===== src/rtl/pld_mc_pkg.sv =====
`timescale 1ns/1ps
package pld_mc_pkg;

    // Decoded operating mode of one cell, from {gbl_noreg, gbl_mux, loc_mode}
    typedef enum logic [2:0] {
        CM_REG_OUT  = 3'd0,
        CM_REG_IO   = 3'd1,
        CM_COMB_OUT = 3'd2,
        CM_DED_IN   = 3'd3,
        CM_COMB_IO  = 3'd4,
        CM_UNUSED   = 3'd5
    } cell_mode_e;

endpackage


===== src/rtl/pld_mc_decode.sv =====
`timescale 1ns/1ps
module pld_mc_decode
    import pld_mc_pkg::*;
(
    input  logic       gbl_noreg,
    input  logic       gbl_mux,
    input  logic       loc_mode,
    output cell_mode_e mode
);

    always_comb begin
        unique case ({gbl_noreg, gbl_mux, loc_mode})
            3'b010:  mode = CM_REG_OUT;
            3'b011:  mode = CM_REG_IO;
            3'b100:  mode = CM_COMB_OUT;
            3'b101:  mode = CM_DED_IN;
            3'b111:  mode = CM_COMB_IO;
            default: mode = CM_UNUSED;
        endcase
    end

endmodule


===== src/rtl/pld_mc_terms.sv =====
`timescale 1ns/1ps
module pld_mc_terms #(
    parameter int NUM_TERMS = 8
) (
    input  logic [NUM_TERMS-1:0] terms,
    input  logic                 loc_pol,
    output logic                 full_val,
    output logic                 part_val,
    output logic                 en_term
);

    localparam int EN_IDX = NUM_TERMS - 1;

    logic sum_full;
    logic sum_part;

    // The enable term is the top one; the partial sum leaves it out
    assign sum_full = |terms;
    assign sum_part = |terms[EN_IDX-1:0];
    assign en_term  = terms[EN_IDX];

    // Polarity XOR: loc_pol=1 passes the sum, loc_pol=0 inverts it
    assign full_val = sum_full ^ ~loc_pol;
    assign part_val = sum_part ^ ~loc_pol;

endmodule


===== src/rtl/pld_mc_flop.sv =====
`timescale 1ns/1ps
module pld_mc_flop (
    input  logic clk,
    input  logic rst_n,
    input  logic pre_en,
    input  logic pre_val,
    input  logic d_pad,
    output logic q_pad
);

    // Stored inverted: a cleared flop presents a HIGH pad value
    logic q_store;

    always_ff @(posedge clk or negedge rst_n) begin
        if (!rst_n) begin
            q_store <= 1'b0;
        end else if (pre_en) begin
            q_store <= ~pre_val;
        end else begin
            q_store <= ~d_pad;
        end
    end

    assign q_pad = ~q_store;

endmodule


===== src/rtl/pld_mc_fbsel.sv =====
`timescale 1ns/1ps
module pld_mc_fbsel
    import pld_mc_pkg::*;
#(
    parameter int CELL_ID   = 1,
    parameter int NUM_CELLS = 8
) (
    input  cell_mode_e mode,
    input  logic       gbl_noreg,
    input  logic       gbl_mux,
    input  logic       reg_val,
    input  logic       io_pin,
    input  logic       adj_pin,
    input  logic       oe_pin_n,
    input  logic       clk_pin_lvl,
    output logic       fb_out
);

    localparam int  LAST_ID = NUM_CELLS - 1;
    localparam int  MID_LO  = NUM_CELLS / 2 - 1;
    localparam int  MID_HI  = NUM_CELLS / 2;
    localparam bit  IS_END  = (CELL_ID == 0) || (CELL_ID == LAST_ID);
    localparam bit  IS_MID  = (CELL_ID == MID_LO) || (CELL_ID == MID_HI);

    logic adj_src;
    logic take_adj;
    logic comb_out_fb;

    // End cells borrow the dedicated pins as their neighbour
    assign adj_src  = (CELL_ID == 0)       ? oe_pin_n    :
                      (CELL_ID == LAST_ID) ? clk_pin_lvl : adj_pin;

    // End cells steer by the no-register bit instead of the routing bit
    assign take_adj = IS_END ? gbl_noreg : ~gbl_mux;

    generate
        if (IS_MID) begin : g_mid
            assign comb_out_fb = 1'b0;
        end else begin : g_std
            assign comb_out_fb = adj_src;
        end
    endgenerate

    always_comb begin
        unique case (mode)
            CM_REG_OUT:  fb_out = take_adj ? adj_src : reg_val;
            CM_REG_IO:   fb_out = io_pin;
            CM_COMB_OUT: fb_out = comb_out_fb;
            CM_DED_IN:   fb_out = adj_src;
            CM_COMB_IO:  fb_out = take_adj ? adj_src : io_pin;
            default:     fb_out = io_pin;
        endcase
    end

endmodule


===== src/rtl/pld_macrocell.sv =====
`timescale 1ns/1ps
module pld_macrocell
    import pld_mc_pkg::*;
#(
    parameter int CELL_ID   = 1,
    parameter int NUM_CELLS = 8,
    parameter int NUM_TERMS = 8
) (
    input  logic                 clk,
    input  logic                 rst_n,
    input  logic [NUM_TERMS-1:0] terms,
    input  logic                 gbl_noreg,
    input  logic                 gbl_mux,
    input  logic                 loc_mode,
    input  logic                 loc_pol,
    input  logic                 oe_pin_n,
    input  logic                 clk_pin_lvl,
    input  logic                 io_pin,
    input  logic                 adj_pin,
    input  logic                 pre_en,
    input  logic                 pre_val,
    output logic                 pad_data,
    output logic                 pad_oe,
    output logic                 fb_out
);

    cell_mode_e mode;
    logic       full_val;
    logic       part_val;
    logic       en_term;
    logic       reg_pad;

    pld_mc_decode u_decode (
        .gbl_noreg (gbl_noreg),
        .gbl_mux   (gbl_mux),
        .loc_mode  (loc_mode),
        .mode      (mode)
    );

    pld_mc_terms #(.NUM_TERMS(NUM_TERMS)) u_terms (
        .terms    (terms),
        .loc_pol  (loc_pol),
        .full_val (full_val),
        .part_val (part_val),
        .en_term  (en_term)
    );

    pld_mc_flop u_flop (
        .clk     (clk),
        .rst_n   (rst_n),
        .pre_en  (pre_en),
        .pre_val (pre_val),
        .d_pad   (full_val),
        .q_pad   (reg_pad)
    );

    pld_mc_fbsel #(.CELL_ID(CELL_ID), .NUM_CELLS(NUM_CELLS)) u_fbsel (
        .mode        (mode),
        .gbl_noreg   (gbl_noreg),
        .gbl_mux     (gbl_mux),
        .reg_val     (reg_pad),
        .io_pin      (io_pin),
        .adj_pin     (adj_pin),
        .oe_pin_n    (oe_pin_n),
        .clk_pin_lvl (clk_pin_lvl),
        .fb_out      (fb_out)
    );

    // Output process: pad value and enable per operating mode
    always_comb begin
        unique case (mode)
            CM_REG_OUT: begin
                pad_data = reg_pad;
                pad_oe   = ~oe_pin_n;
            end
            CM_REG_IO, CM_COMB_IO: begin
                pad_data = part_val;
                pad_oe   = en_term;
            end
            CM_COMB_OUT: begin
                pad_data = full_val;
                pad_oe   = 1'b1;
            end
            default: begin
                pad_data = 1'b0;
                pad_oe   = 1'b0;
            end
        endcase
    end

endmodule


===== config.mk =====
export PLATFORM = sky130hd
export DESIGN_NAME = pld_macrocell
export DESIGN_NICKNAME = d
export VERILOG_FILES = /design/src/rtl/pld_mc_pkg.sv /design/src/rtl/pld_mc_decode.sv /design/src/rtl/pld_mc_terms.sv /design/src/rtl/pld_mc_flop.sv /design/src/rtl/pld_mc_fbsel.sv /design/src/rtl/pld_macrocell.sv
export SDC_FILE = /design/constraint.sdc
export NUM_CORES = 1
export LEC_CHECK = 0
export BUFFER_PORTS_ARGS = -buffer_cell sky130_fd_sc_hd__buf_2
export CAP_MARGIN = 20
export CORE_AREA = 2 2 39 41
export DETAILED_ROUTE_END_ITERATION = 8
export DIE_AREA = 0 0 41 43
export RECOVER_POWER = 100
export SYNTH_ARGS = -nofsm -noshare
export SYNTH_HDL_FRONTEND = slang
export SYNTH_SLANG_ARGS = --single-unit

===== constraint.sdc =====
create_clock -name clk -period 2.7 [get_ports clk]
set_input_delay 0.54 -clock clk [delete_from_list [all_inputs] [get_ports clk]]
set_output_delay 0.54 -clock clk [all_outputs]
set_load 0.02 [all_outputs]

# Word level (Yosys, flattened, before mapping)

Index checks and enable logic that the tools add are counted.

Add/sub/neg operators: 0
$mul: 0
Div/mod/pow operators: 0
Magnitude comparators: 0
Eq/ne operators: 9
Shifts and indexed selects: 0
Mux-type cells: 7
Bitwise gates (word level): 7
Reductions and logical operators: 5

Operators with widths:

| kind                                                | count |
|---|---|
| case mux 3 bit (5 select lines)                     | 1 |
| equality test 3 x 2 -> 1 bit, second input constant | 4 |
| equality test 3 bit, second input constant          | 4 |
| case mux 1 bit (3 select lines)                     | 3 |
| OR reduction 8 bit                                  | 1 |
| OR reduction 7 bit                                  | 1 |
| inverter 1 bit                                      | 5 |
| OR reduction 2 bit                                  | 2 |
| equality test 3 x 1 -> 1 bit, second input constant | 1 |
| zero test 3 bit                                     | 1 |
| two-way mux 1 bit                                   | 3 |
| XOR 1 bit                                           | 2 |

Register bits after elaboration: 1
Bits in latches: 0
Bits in writable memories: 0
Memory bits (read-only): 0
Input port bits: 20
Memories kept: 0

# Logic depth before layout (Yosys ltp)

Gate-level depths: netlist of the first run.

Depth after elaboration: 5
Gate-level depth with buffers: 4

# Hierarchy

From an unflattened synthesis of the first run, not the netlist that was laid out.

Cells, all modules: 33
Area total of the unflattened synthesis: 274.0 um^2

Modules (own cells, without submodules):

| module        | times used | cells each | area each (um^2) | seq. area each (um^2) |
|---|---|---|---|---|
| pld_mc_fbsel  | 1          | 9          | 72.6             | 0.0 |
| pld_macrocell | 1          | 9          | 71.3             | 0.0 |
| pld_mc_terms  | 1          | 7          | 53.8             | 0.0 |
| pld_mc_flop   | 1          | 3          | 38.8             | 25.0 |
| pld_mc_decode | 1          | 5          | 37.5             | 0.0 |

# Least setup slack after synthesis of the first run

No wires, ideal clock.

Path kind: input-to-output
From: input terms[2]
To: output pad_data
Arrival: 1.912 ns
Slack: 0.248 ns
Stages on the path: 3
Path buffers: 0
Path through: or4_4 -> or2_0 -> a221oi_1

Cells in the longest elaborated chain, start to end: 3
Elaborated cells between the ends (all ways): 5

RTL lines:

| item                                                     | line                                   | text |
|---|---|---|
| from (decl)                                              | pld_macrocell.sv:11                    | `input logic [NUM_TERMS-1:0] terms,` |
| OR reduction 8 bit or OR reduction 7 bit (tied branches) | pld_mc_terms.sv:18, pld_mc_terms.sv:19 |  |
| XOR 1 bit, on equally long branches                      | pld_mc_terms.sv:23, pld_mc_terms.sv:24 |  |
| case mux 1 bit (3 select lines) *                        | pld_macrocell.sv:71                    | `unique case (mode)` |
| to (decl)                                                | pld_macrocell.sv:22                    | `output logic pad_data,` |

Every way passes the cells marked *; elsewhere a longest branch is shown, timed or not.

# Worst setup path after layout of the first run

Ends and elaborated chain as after synthesis.

==> results of run 1 <==
[routing by layer]
layer	global-route usage, %	part of all wire (%)
met2	11.3	39
met3	0	11
met1	6.69	49
met5	0	0
met4	0	0
[kinds of logic (layout without fill, tap and decap cells)]
| family | count (synthesis) | count (layout) | synth area share (%) |
|---|---|---|---|
| compound gates | 9 | 9 | 28.2 |
| buf+inv | 2 | 22 | 3.53 |
| flops | 1 | 1 | 11.8 |
| mux | 1 | 1 | 5.29 |
| simple gates | 16 | 16 | 51.2 |
[worst max-delay path: stages]
cell                       delay, ns
sky130_fd_sc_hd__buf_2          0.09
sky130_fd_sc_hd__or4_1          0.58
sky130_fd_sc_hd__or2_0          0.24
sky130_fd_sc_hd__a221oi_1       0.26
sky130_fd_sc_hd__buf_2          0.21
[layout by cell type (no fill, tap or decap)]
master	n
sky130_fd_sc_hd__buf_2	19
sky130_fd_sc_hd__nand2b_1	3
sky130_fd_sc_hd__nor3b_1	3
sky130_fd_sc_hd__a21oi_1	2
sky130_fd_sc_hd__o21ai_0	2
sky130_fd_sc_hd__nor4_1	2
sky130_fd_sc_hd__clkbuf_1	2
sky130_fd_sc_hd__mux2_2	1
sky130_fd_sc_hd__nand2_1	1
sky130_fd_sc_hd__nor4b_1	1
sky130_fd_sc_hd__or4_1	1
sky130_fd_sc_hd__or3_1	1
sky130_fd_sc_hd__nor4bb_1	1
sky130_fd_sc_hd__nor2_1	1
sky130_fd_sc_hd__or2_0	1
sky130_fd_sc_hd__o21bai_1	1
sky130_fd_sc_hd__a22oi_1	1
sky130_fd_sc_hd__a221oi_1	1
sky130_fd_sc_hd__inv_1	1
sky130_fd_sc_hd__nand3_1	1
sky130_fd_sc_hd__o31a_1	1
sky130_fd_sc_hd__o31ai_1	1
sky130_fd_sc_hd__dfrtp_1	1
[final timing paths]
| path | end | slack [ns] | cells after the start | startpoint |
|---|---|---|---|---|
| max in group asynchronous | u_flop.q_store$_DFF_PN0_ | 2.30 | 1 | rst_n |
| worst min-delay path | u_flop.q_store$_DFF_PN0_ | 0.31 | 1 | rst_n |
| min in group clk | u_flop.q_store$_DFF_PN0_ | 0.74 | 2 | pre_en |
| worst max-delay path | pad_data | 0.24 | 5 | terms[2] |
[report_power, final]
part           leakage, µW  switching, µW  total [µW]  internal [µW]
Sequential       0.0000120          0.864        17.3           16.4
Clock                    0              0           0              0
Combinational     0.000128           20.6        41.0           20.3
[final cells by class]
type,count,area [µm²],area share [%]
tap,16,20.0,6.11
multi-input combinational,26,176,53.8
timing repair buffer,21,103,31.3
inverter,1,3.75,1.15
sequential,1,25.0,7.63
[through the flow]
step	utilization (%)	cell area (µm²)	total power, µW	cells
after global routing	23.7	328	62.8	65
after detailed placement	24.1	334	59.8	65
after global placement	24.1	334	58.6	65
after CTS	24.1	334	59.9	65
final	23.7	328	58.3	65
after floorplan	-	213	38.4	29
==> impl_summary.txt, run 1 <==
----------------------------------------------------
[Status]
  Run status ... finished, final reports clean

[Finish]
  Synth-to-Final Area Change ... 54.1%
  Nets@finish ... 71
  Most flop-heavy register ... u_flop.q_store
  Leading registers by flop count ... u_flop.q_store x1
  Max FFs per register ... 1
  Share of cells above drive strength 1 ... 40.8%
  Diode insertion count for antenna repair ... 0
  Filler instances ... 162

[Setup path]
  Worst Path Arrival ... 1.92 ns
  Worst setup path category ... in2out
  Required arrival time at the worst endpoint ... 2.16 ns
  Critical Path End Type ... output port
  Worst-path fanout max ... 4
  Crit path launch type ... primary input

[Routing]
  Avg WL per Cell ... 8.62 µm
  DRC violation count after routing ... 0
  Iteration count of the initial detailed-routing pass ... 2
  Total routed wirelength ... 560 µm
  Via count normalized by instance count ... 4.37
  Total number of vias ... 284
  Remaining antenna violation count after routing ... 0
  Initial drt markers ... 4

[Clock network]
  Post-CTS Hold Buffers ... 0
  Setup fix buffers added after clock tree synthesis ... 0
  Number of instances resized during post-cts repair ... 0
  Clock transition at the register clock pins on the worst setup and hold paths after CTS ... 0 ns

[Global routing]
  Maximum number of pins on one net before global-route repair ... 11
  Antenna violations before repair ... 0
  Grt ovf ... 0
  Overall routing resource usage ... 5.71%
  Number of global-route vias before repair ... 236
  Global-route wire length before repair ... 765 µm

[Logic synthesis]
  Syn Area/Cell ... 7.33 µm²
  Top post-synthesis cells by area ... sky130_fd_sc_hd__dfrtp_1 (12%), sky130_fd_sc_hd__nor3b_1 (11%), sky130_fd_sc_hd__nand2b_1 (8.8%), sky130_fd_sc_hd__nor4_1 (5.9%), sky130_fd_sc_hd__mux2_2 (5.3%)
  Top-area cell type share of the netlist area ... 11.8%
  Area of the mapped netlist ... 213 µm²
  Register bit count reported by yosys ... 1
  Post-synth cell types ... 22
  Primary FF master, synth ... sky130_fd_sc_hd__dfrtp_1
  Sequential share of the synthesized area ... 11.8%
  Number of enable-type register cells in the synthesized netlist ... 0
  Cell taking the most area after synthesis ... sky130_fd_sc_hd__dfrtp_1
  Count of synthesis-stage warnings from yosys ... 0
  Cells after synthesis ... 29
  Share of synthesized registers carrying an async set or reset ... 100%
  Synthesized net count ... 49
  Most common library cells after synthesis ... sky130_fd_sc_hd__nand2b_1 (3), sky130_fd_sc_hd__nor3b_1 (3), sky130_fd_sc_hd__a21oi_1 (2), sky130_fd_sc_hd__nor4_1 (2), sky130_fd_sc_hd__o21ai_0 (2)

[Placement]
  Post-placement worst setup slack ... 0.272 ns
  Gpl congestion ... 0.650
  Port Buffers ... 21
  Dpl hpwl ... 490 µm

[Timing]
  Setup TNS ... 0 ns
  Final count of negative-setup-slack endpoints ... 0
  Highest achievable clock rate ... 0.407 GHz
  Normalized max-slew margin ... 73.9%
  Worst Setup Slack, final ... 0.242 ns
  Worst hold-check slack ... 0.315 ns
  Share of the clock period used by the worst path ... 91.0%
  Tmin final ... 2.46 ns
  RSZ-0062 raised after global routing ... false
  Actual slew at the worst max-slew pin ... 0.385 ns
  Number of endpoints with negative hold slack in the final report ... 0
  Count of final max-slew check failures ... 0

[Die]
  Die outline area ... 0.00176 mm²
  Starting Density ... 15.4%
  Die Span Y ... 43 µm
  Horizontal die dimension ... 41 µm
  # rows ... 14
  Core box area ... 0.00138 mm²
  Boundary Pins ... 23

[Job]
  Max cap viols ... 0

[Power]
  Leak Pwr ... 0.000139 µW
  Maximum VDD drop ... 79.0 µV
  Power density over cell area ... 178 mW/mm²

[Min path]
  Type of the most critical hold path ... in2async

----------------------------------------------------
(Power assumes the default switching activity.)
==> run 2: changes to the inputs <==
- ABC_AREA: not set -> 1
- SKIP_LAST_GASP: not set -> 1
- clock period: 2.7 -> 2.75 ns (I/O delays scaled with it)
==> run 2 against run 1 <==
- die area unchanged
- sequential power down 5%
- area after synthesis increased by 11%
- largest power group unchanged
- highest routed layer unchanged
==> impl_summary.txt, run 2 <==
----------------------------------------------------
[Die]
  Die Span Y ... 43 µm
  Horizontal die dimension ... 41 µm
  Starting Density ... 17.0%
  Core box area ... 0.00138 mm²
  Die outline area ... 0.00176 mm²
  Boundary Pins ... 23
  # rows ... 14

[Clock network]
  Setup fix buffers added after clock tree synthesis ... 0
  Post-CTS Hold Buffers ... 0
  Clock transition at the register clock pins on the worst setup and hold paths after CTS ... 0 ns
  Number of instances resized during post-cts repair ... 0

[Routing]
  Remaining antenna violation count after routing ... 0
  Via count normalized by instance count ... 4.26
  Total number of vias ... 345
  DRC violation count after routing ... 0
  Iteration count of the initial detailed-routing pass ... 4
  Initial drt markers ... 6
  Total routed wirelength ... 598 µm
  Avg WL per Cell ... 7.38 µm

[Logic synthesis]
  Top-area cell type share of the netlist area ... 17.6%
  Sequential share of the synthesized area ... 10.6%
  Count of synthesis-stage warnings from yosys ... 0
  Syn Area/Cell ... 5.35 µm²
  Share of synthesized registers carrying an async set or reset ... 100%
  Register bit count reported by yosys ... 1
  Area of the mapped netlist ... 235 µm²
  Primary FF master, synth ... sky130_fd_sc_hd__dfrtp_1
  Top post-synthesis cells by area ... sky130_fd_sc_hd__inv_1 (18%), sky130_fd_sc_hd__nand3_1 (13%), sky130_fd_sc_hd__nand2_1 (13%), sky130_fd_sc_hd__dfrtp_1 (11%), sky130_fd_sc_hd__nor2_2 (11%)
  Area share of fa/ha/maj cells after synthesis ... 0%
  Portion of netlist area occupied by mux cells ... 0%
  Post-synth cell types ... 13
  Xor and xnor fraction of the mapped netlist area ... 0%
  Combinational family with the most area after synthesis ... simple AND/OR/NAND/NOR gates
  Number of enable-type register cells in the synthesized netlist ... 0
  Cell taking the most area after synthesis ... sky130_fd_sc_hd__inv_1
  Cells after synthesis ... 44
  Share of synthesized cell area in and, or, nand and nor gates ... 62.8%
  Synthesized net count ... 64
  Most common library cells after synthesis ... sky130_fd_sc_hd__inv_1 (11), sky130_fd_sc_hd__nand2_1 (8), sky130_fd_sc_hd__nand3_1 (6)
  Cell with the most instances after synthesis ... sky130_fd_sc_hd__inv_1
  Fraction of the mapped netlist area in compound gates ... 9.04%

[Timing]
  Normalized max-slew margin ... 82.8%
  Count of final max-slew check failures ... 0
  Share of the clock period used by the worst path ... 72.3%
  Number of endpoints with negative hold slack in the final report ... 0
  Tmin final ... 1.99 ns
  RSZ-0062 raised after global routing ... false
  Highest achievable clock rate ... 0.503 GHz
  Final count of negative-setup-slack endpoints ... 0
  Actual slew at the worst max-slew pin ... 0.259 ns
  Setup TNS ... 0 ns

[Finish]
  Nets@finish ... 87
  Share of cells above drive strength 1 ... 38.5%
  Post-layout util ... 25.6%
  Leading registers by flop count ... u_flop.q_store x1
  Most frequent standard cell in the layout excluding fill and tap cells ... sky130_fd_sc_hd__buf_2
  Top library cells by usage in the layout, fill and taps aside ... sky130_fd_sc_hd__buf_2 (18), sky130_fd_sc_hd__inv_1 (11), sky130_fd_sc_hd__nand2_1 (8)
  Diode insertion count for antenna repair ... 0
  Filler instances ... 175
  Max FFs per register ... 1
  Synth-to-Final Area Change ... 50.5%
  Most flop-heavy register ... u_flop.q_store

[Setup path]
  Delay-heaviest family, CP ... simple AND/OR/NAND/NOR gates
  Worst-path fanout max ... 2
  Worst Path Arrival ... 1.44 ns
  Critical Path End Type ... output port
  Required arrival time at the worst endpoint ... 2.20 ns
  Buffer and inverter count on the worst path ... 2
  Worst setup path category ... in2out
  Cell chain of the critical path ... buf_2, nor2_1, nand2_1, o21ai_0, nand3_1, nand3_1, clkbuf_1
  Critical path's largest stage delay ... 0.23 ns
  Crit-path slowest cell ... sky130_fd_sc_hd__clkbuf_1
  WP depth ... 7
  Worst path most repeated cell ... sky130_fd_sc_hd__nand3_1
  Crit path launch type ... primary input

[Status]
  Run status ... finished, final reports clean

[Min path]
  Type of the most critical hold path ... in2async

[Global routing]
  Global Route met3 Usage ... 0.524%
  Number of global-route vias before repair ... 259
  Grt ovf ... 0
  Met1 usage ... 7.64%
  Maximum number of pins on one net before global-route repair ... 6
  Global-route wire length before repair ... 903 µm
  M2 GR Usage ... 13.4%
  Antenna violations before repair ... 0
  Overall routing resource usage ... 6.81%
  Routing layer with the top usage in global route ... met2

[Placement]
  Port Buffers ... 21
  Dpl hpwl ... 557 µm
  Gpl congestion ... 0.698

[Power]
  Maximum VDD drop ... 60.7 µV
  Power density over cell area ... 165 mW/mm²
  Leak Pwr ... 0.000198 µW

[Job]
  Max cap viols ... 0

----------------------------------------------------
## run 2: cell types whose count changed after synthesis, sizes merged, moves of 2 or more
cell / previous run / this run
nand4: 0 / 3
a21oi: 2 / 0
nand2: 1 / 10
nor3b: 3 / 0
nand3: 1 / 6
nand2b: 3 / 0
inv: 1 / 11
nor4: 2 / 0
nor2: 1 / 8
## run 2: layer usage
layer	share of wire [%]	wire, µm
met1	35	212
met2	53	317
met3	11	68
met4	0	0
met5	0	0
## run 2: cells by family after synthesis
logic type / count (synthesis)
compound gates: 3
flops: 1
buf+inv: 11
simple gates: 29
## run 2: power breakdown
part / total, µW / switching (µW) / internal [µW]
Clock: 0 / 0 / 0
Sequential: 16.4 / 0.267 / 16.1
Combinational: 42.1 / 23.8 / 18.3
## run 2: cell type report
type                       count  area (µm²)  share of cell area [%]
multi-input combinational     32         166                    47.0
timing repair buffer          21         101                    28.6
inverter                      11        41.3                    11.7
sequential                     1        25.0                    7.07
tap                           16        20.0                    5.65
## run 2: path summary, 6_finish.rpt
path / from / to / slack [ns]
worst max-delay path: terms[5] / pad_data / 0.76
worst min-delay path: rst_n / u_flop.q_store$_DFF_PN0_ / 0.32
max in group asynchronous: rst_n / u_flop.q_store$_DFF_PN0_ / 2.34
min in group clk: pre_val / u_flop.q_store$_DFF_PN0_ / 0.84
## run 2: metrics by stage
stage	hold slack (ns)	cell area [µm²]	instances	power [µW]	worst slack, ns
finish	0.325	354	81	58.5	0.761
global route	0.328	354	81	63.6	0.626
CTS	0.327	360	81	60.7	0.846
detailed placement	0.326	360	81	60.6	0.853
global placement	0.325	360	81	60.0	0.874
floorplan	0.254	235	44	38.1	1.06
==> run 3: changes to the inputs <==
- clock period: 2.75 -> 2.1 ns (I/O delays scaled with it)
==> run 3 against run 2 <==
- wire length rose by 2.8%
- power rose by 32%
- sequential power rose by 30%
- die area did not move
- global-route usage rose by 0.10 points
- hold slack got worse by 0.13 ns
- highest routed layer unchanged
- combinational power rose by 32%
==> impl_summary.txt, run 3 (same netlist as run 2, synthesis figures left out) <==
----------------------------------------------------
[Routing]
  Iteration count of the initial detailed-routing pass ... 4
  DRC violation count after routing ... 0
  Avg WL per Cell ... 7.59 µm
  Initial drt markers ... 3
  Via count normalized by instance count ... 4.21
  Total routed wirelength ... 615 µm
  Remaining antenna violation count after routing ... 0
  Total number of vias ... 341

[Setup path]
  Worst setup path category ... in2out
  Required arrival time at the worst endpoint ... 1.68 ns
  Worst Path Arrival ... 1.31 ns
  Worst-path fanout max ... 2
  Critical Path End Type ... output port
  Crit path launch type ... primary input

[Power]
  Maximum VDD drop ... 79.5 µV
  Power density over cell area ... 217 mW/mm²
  Leak Pwr ... 0.000198 µW
  Total chip power ... 77.0 µW

[Timing]
  Share of the clock period used by the worst path ... 82.5%
  Number of endpoints with negative hold slack in the final report ... 0
  Normalized max-slew margin ... 82.5%
  Count of final max-slew check failures ... 0
  Final count of negative-setup-slack endpoints ... 0
  RSZ-0062 raised after global routing ... false
  Actual slew at the worst max-slew pin ... 0.264 ns
  Worst hold-check slack ... 0.195 ns
  Setup TNS ... 0 ns
  Tmin final ... 1.73 ns
  Highest achievable clock rate ... 0.578 GHz

[Finish]
  Most flop-heavy register ... u_flop.q_store
  Synth-to-Final Area Change ... 50.5%
  Filler instances ... 173
  Multi-input gate area ... 166 µm²
  Diode insertion count for antenna repair ... 0
  Most frequent standard cell in the layout excluding fill and tap cells ... sky130_fd_sc_hd__buf_2
  Max FFs per register ... 1
  Share of cells above drive strength 1 ... 38.5%
  Non-filler cells in the finished layout ... 81
  Seq. cell area ... 25.0 µm²
  Top library cells by usage in the layout, fill and taps aside ... sky130_fd_sc_hd__buf_2 (18), sky130_fd_sc_hd__inv_1 (11), sky130_fd_sc_hd__nand2_1 (8)
  Nets@finish ... 87
  Leading registers by flop count ... u_flop.q_store x1

[Die]
  Core box area ... 0.00138 mm²
  Die outline area ... 0.00176 mm²
  Die Span Y ... 43 µm
  Starting Density ... 17.0%
  Horizontal die dimension ... 41 µm
  # rows ... 14
  Boundary Pins ... 23

[Job]
  Max cap viols ... 0

[Clock network]
  Setup fix buffers added after clock tree synthesis ... 0
  Post-CTS Hold Buffers ... 0
  Number of instances resized during post-cts repair ... 0
  Clock transition at the register clock pins on the worst setup and hold paths after CTS ... 0 ns

[Global routing]
  Overall routing resource usage ... 6.91%
  Grt ovf ... 0
  Global-route wire length before repair ... 917 µm
  Maximum number of pins on one net before global-route repair ... 6
  Antenna violations before repair ... 0
  Number of global-route vias before repair ... 267

[Status]
  Run status ... finished, final reports clean

[Placement]
  Gpl congestion ... 0.699
  Dpl hpwl ... 564 µm
  Port Buffers ... 21
  Dpl cells ... 81

[Min path]
  Type of the most critical hold path ... in2async

----------------------------------------------------
## run 3: cell counts in the layout (fill, tap and decap cells not counted)
No cell type changed its count.
## run 3: worst max-delay path by stage
stage                to  depth (start not counted)  startpoint  slack, ns
4_1_cts        pad_data                          7    terms[3]       0.46
5_1_grt        pad_data                          7    terms[5]       0.24
6_report       pad_data                          7    terms[5]       0.37
2_1_floorplan  pad_data                          5    terms[3]       0.67
3_3_place_gp   pad_data                          7    terms[5]       0.48
3_5_place_dp   pad_data                          7    terms[3]       0.46
## run 3: stage by stage
| stage | instance area (µm²) | utilization, % | setup slack (ns) |
|---|---|---|---|
| after global routing | 354 | 25.6 | 0.242 |
| after detailed placement | 360 | 26.0 | 0.465 |
| after CTS | 360 | 26.0 | 0.457 |
| after floorplan | 235 | - | 0.674 |
| after global placement | 360 | 26.0 | 0.483 |
| final | 354 | 25.6 | 0.368 |
## run 3: power by group
part,internal [µW],switching (µW)
Sequential,21.1,0.350
Combinational,24.0,31.5
Clock,0,0
Total,45.1,31.9
## run 3: per-layer routing
layer | GRT usage [%] | routed length [µm]
met4 | 0 | 0
met1 | 7.96 | 245
met5 | 0 | 0
met2 | 13.8 | 321
met3 | 0 | 47
## run 3: final cells by class
cell class | instances | area share (%)
inverter | 11 | 11.7
multi-input combinational | 32 | 47.0
sequential | 1 | 7.07
tap | 16 | 5.65
timing repair buffer | 21 | 28.6
## run 3: worst max-delay path, stage by stage
cell                       delay (ns)
sky130_fd_sc_hd__buf_2           0.10
sky130_fd_sc_hd__nor2_1          0.16
sky130_fd_sc_hd__nand2_1         0.06
sky130_fd_sc_hd__o21ai_0         0.16
sky130_fd_sc_hd__nand3_1         0.09
sky130_fd_sc_hd__nand3_1         0.08
sky130_fd_sc_hd__clkbuf_1        0.23
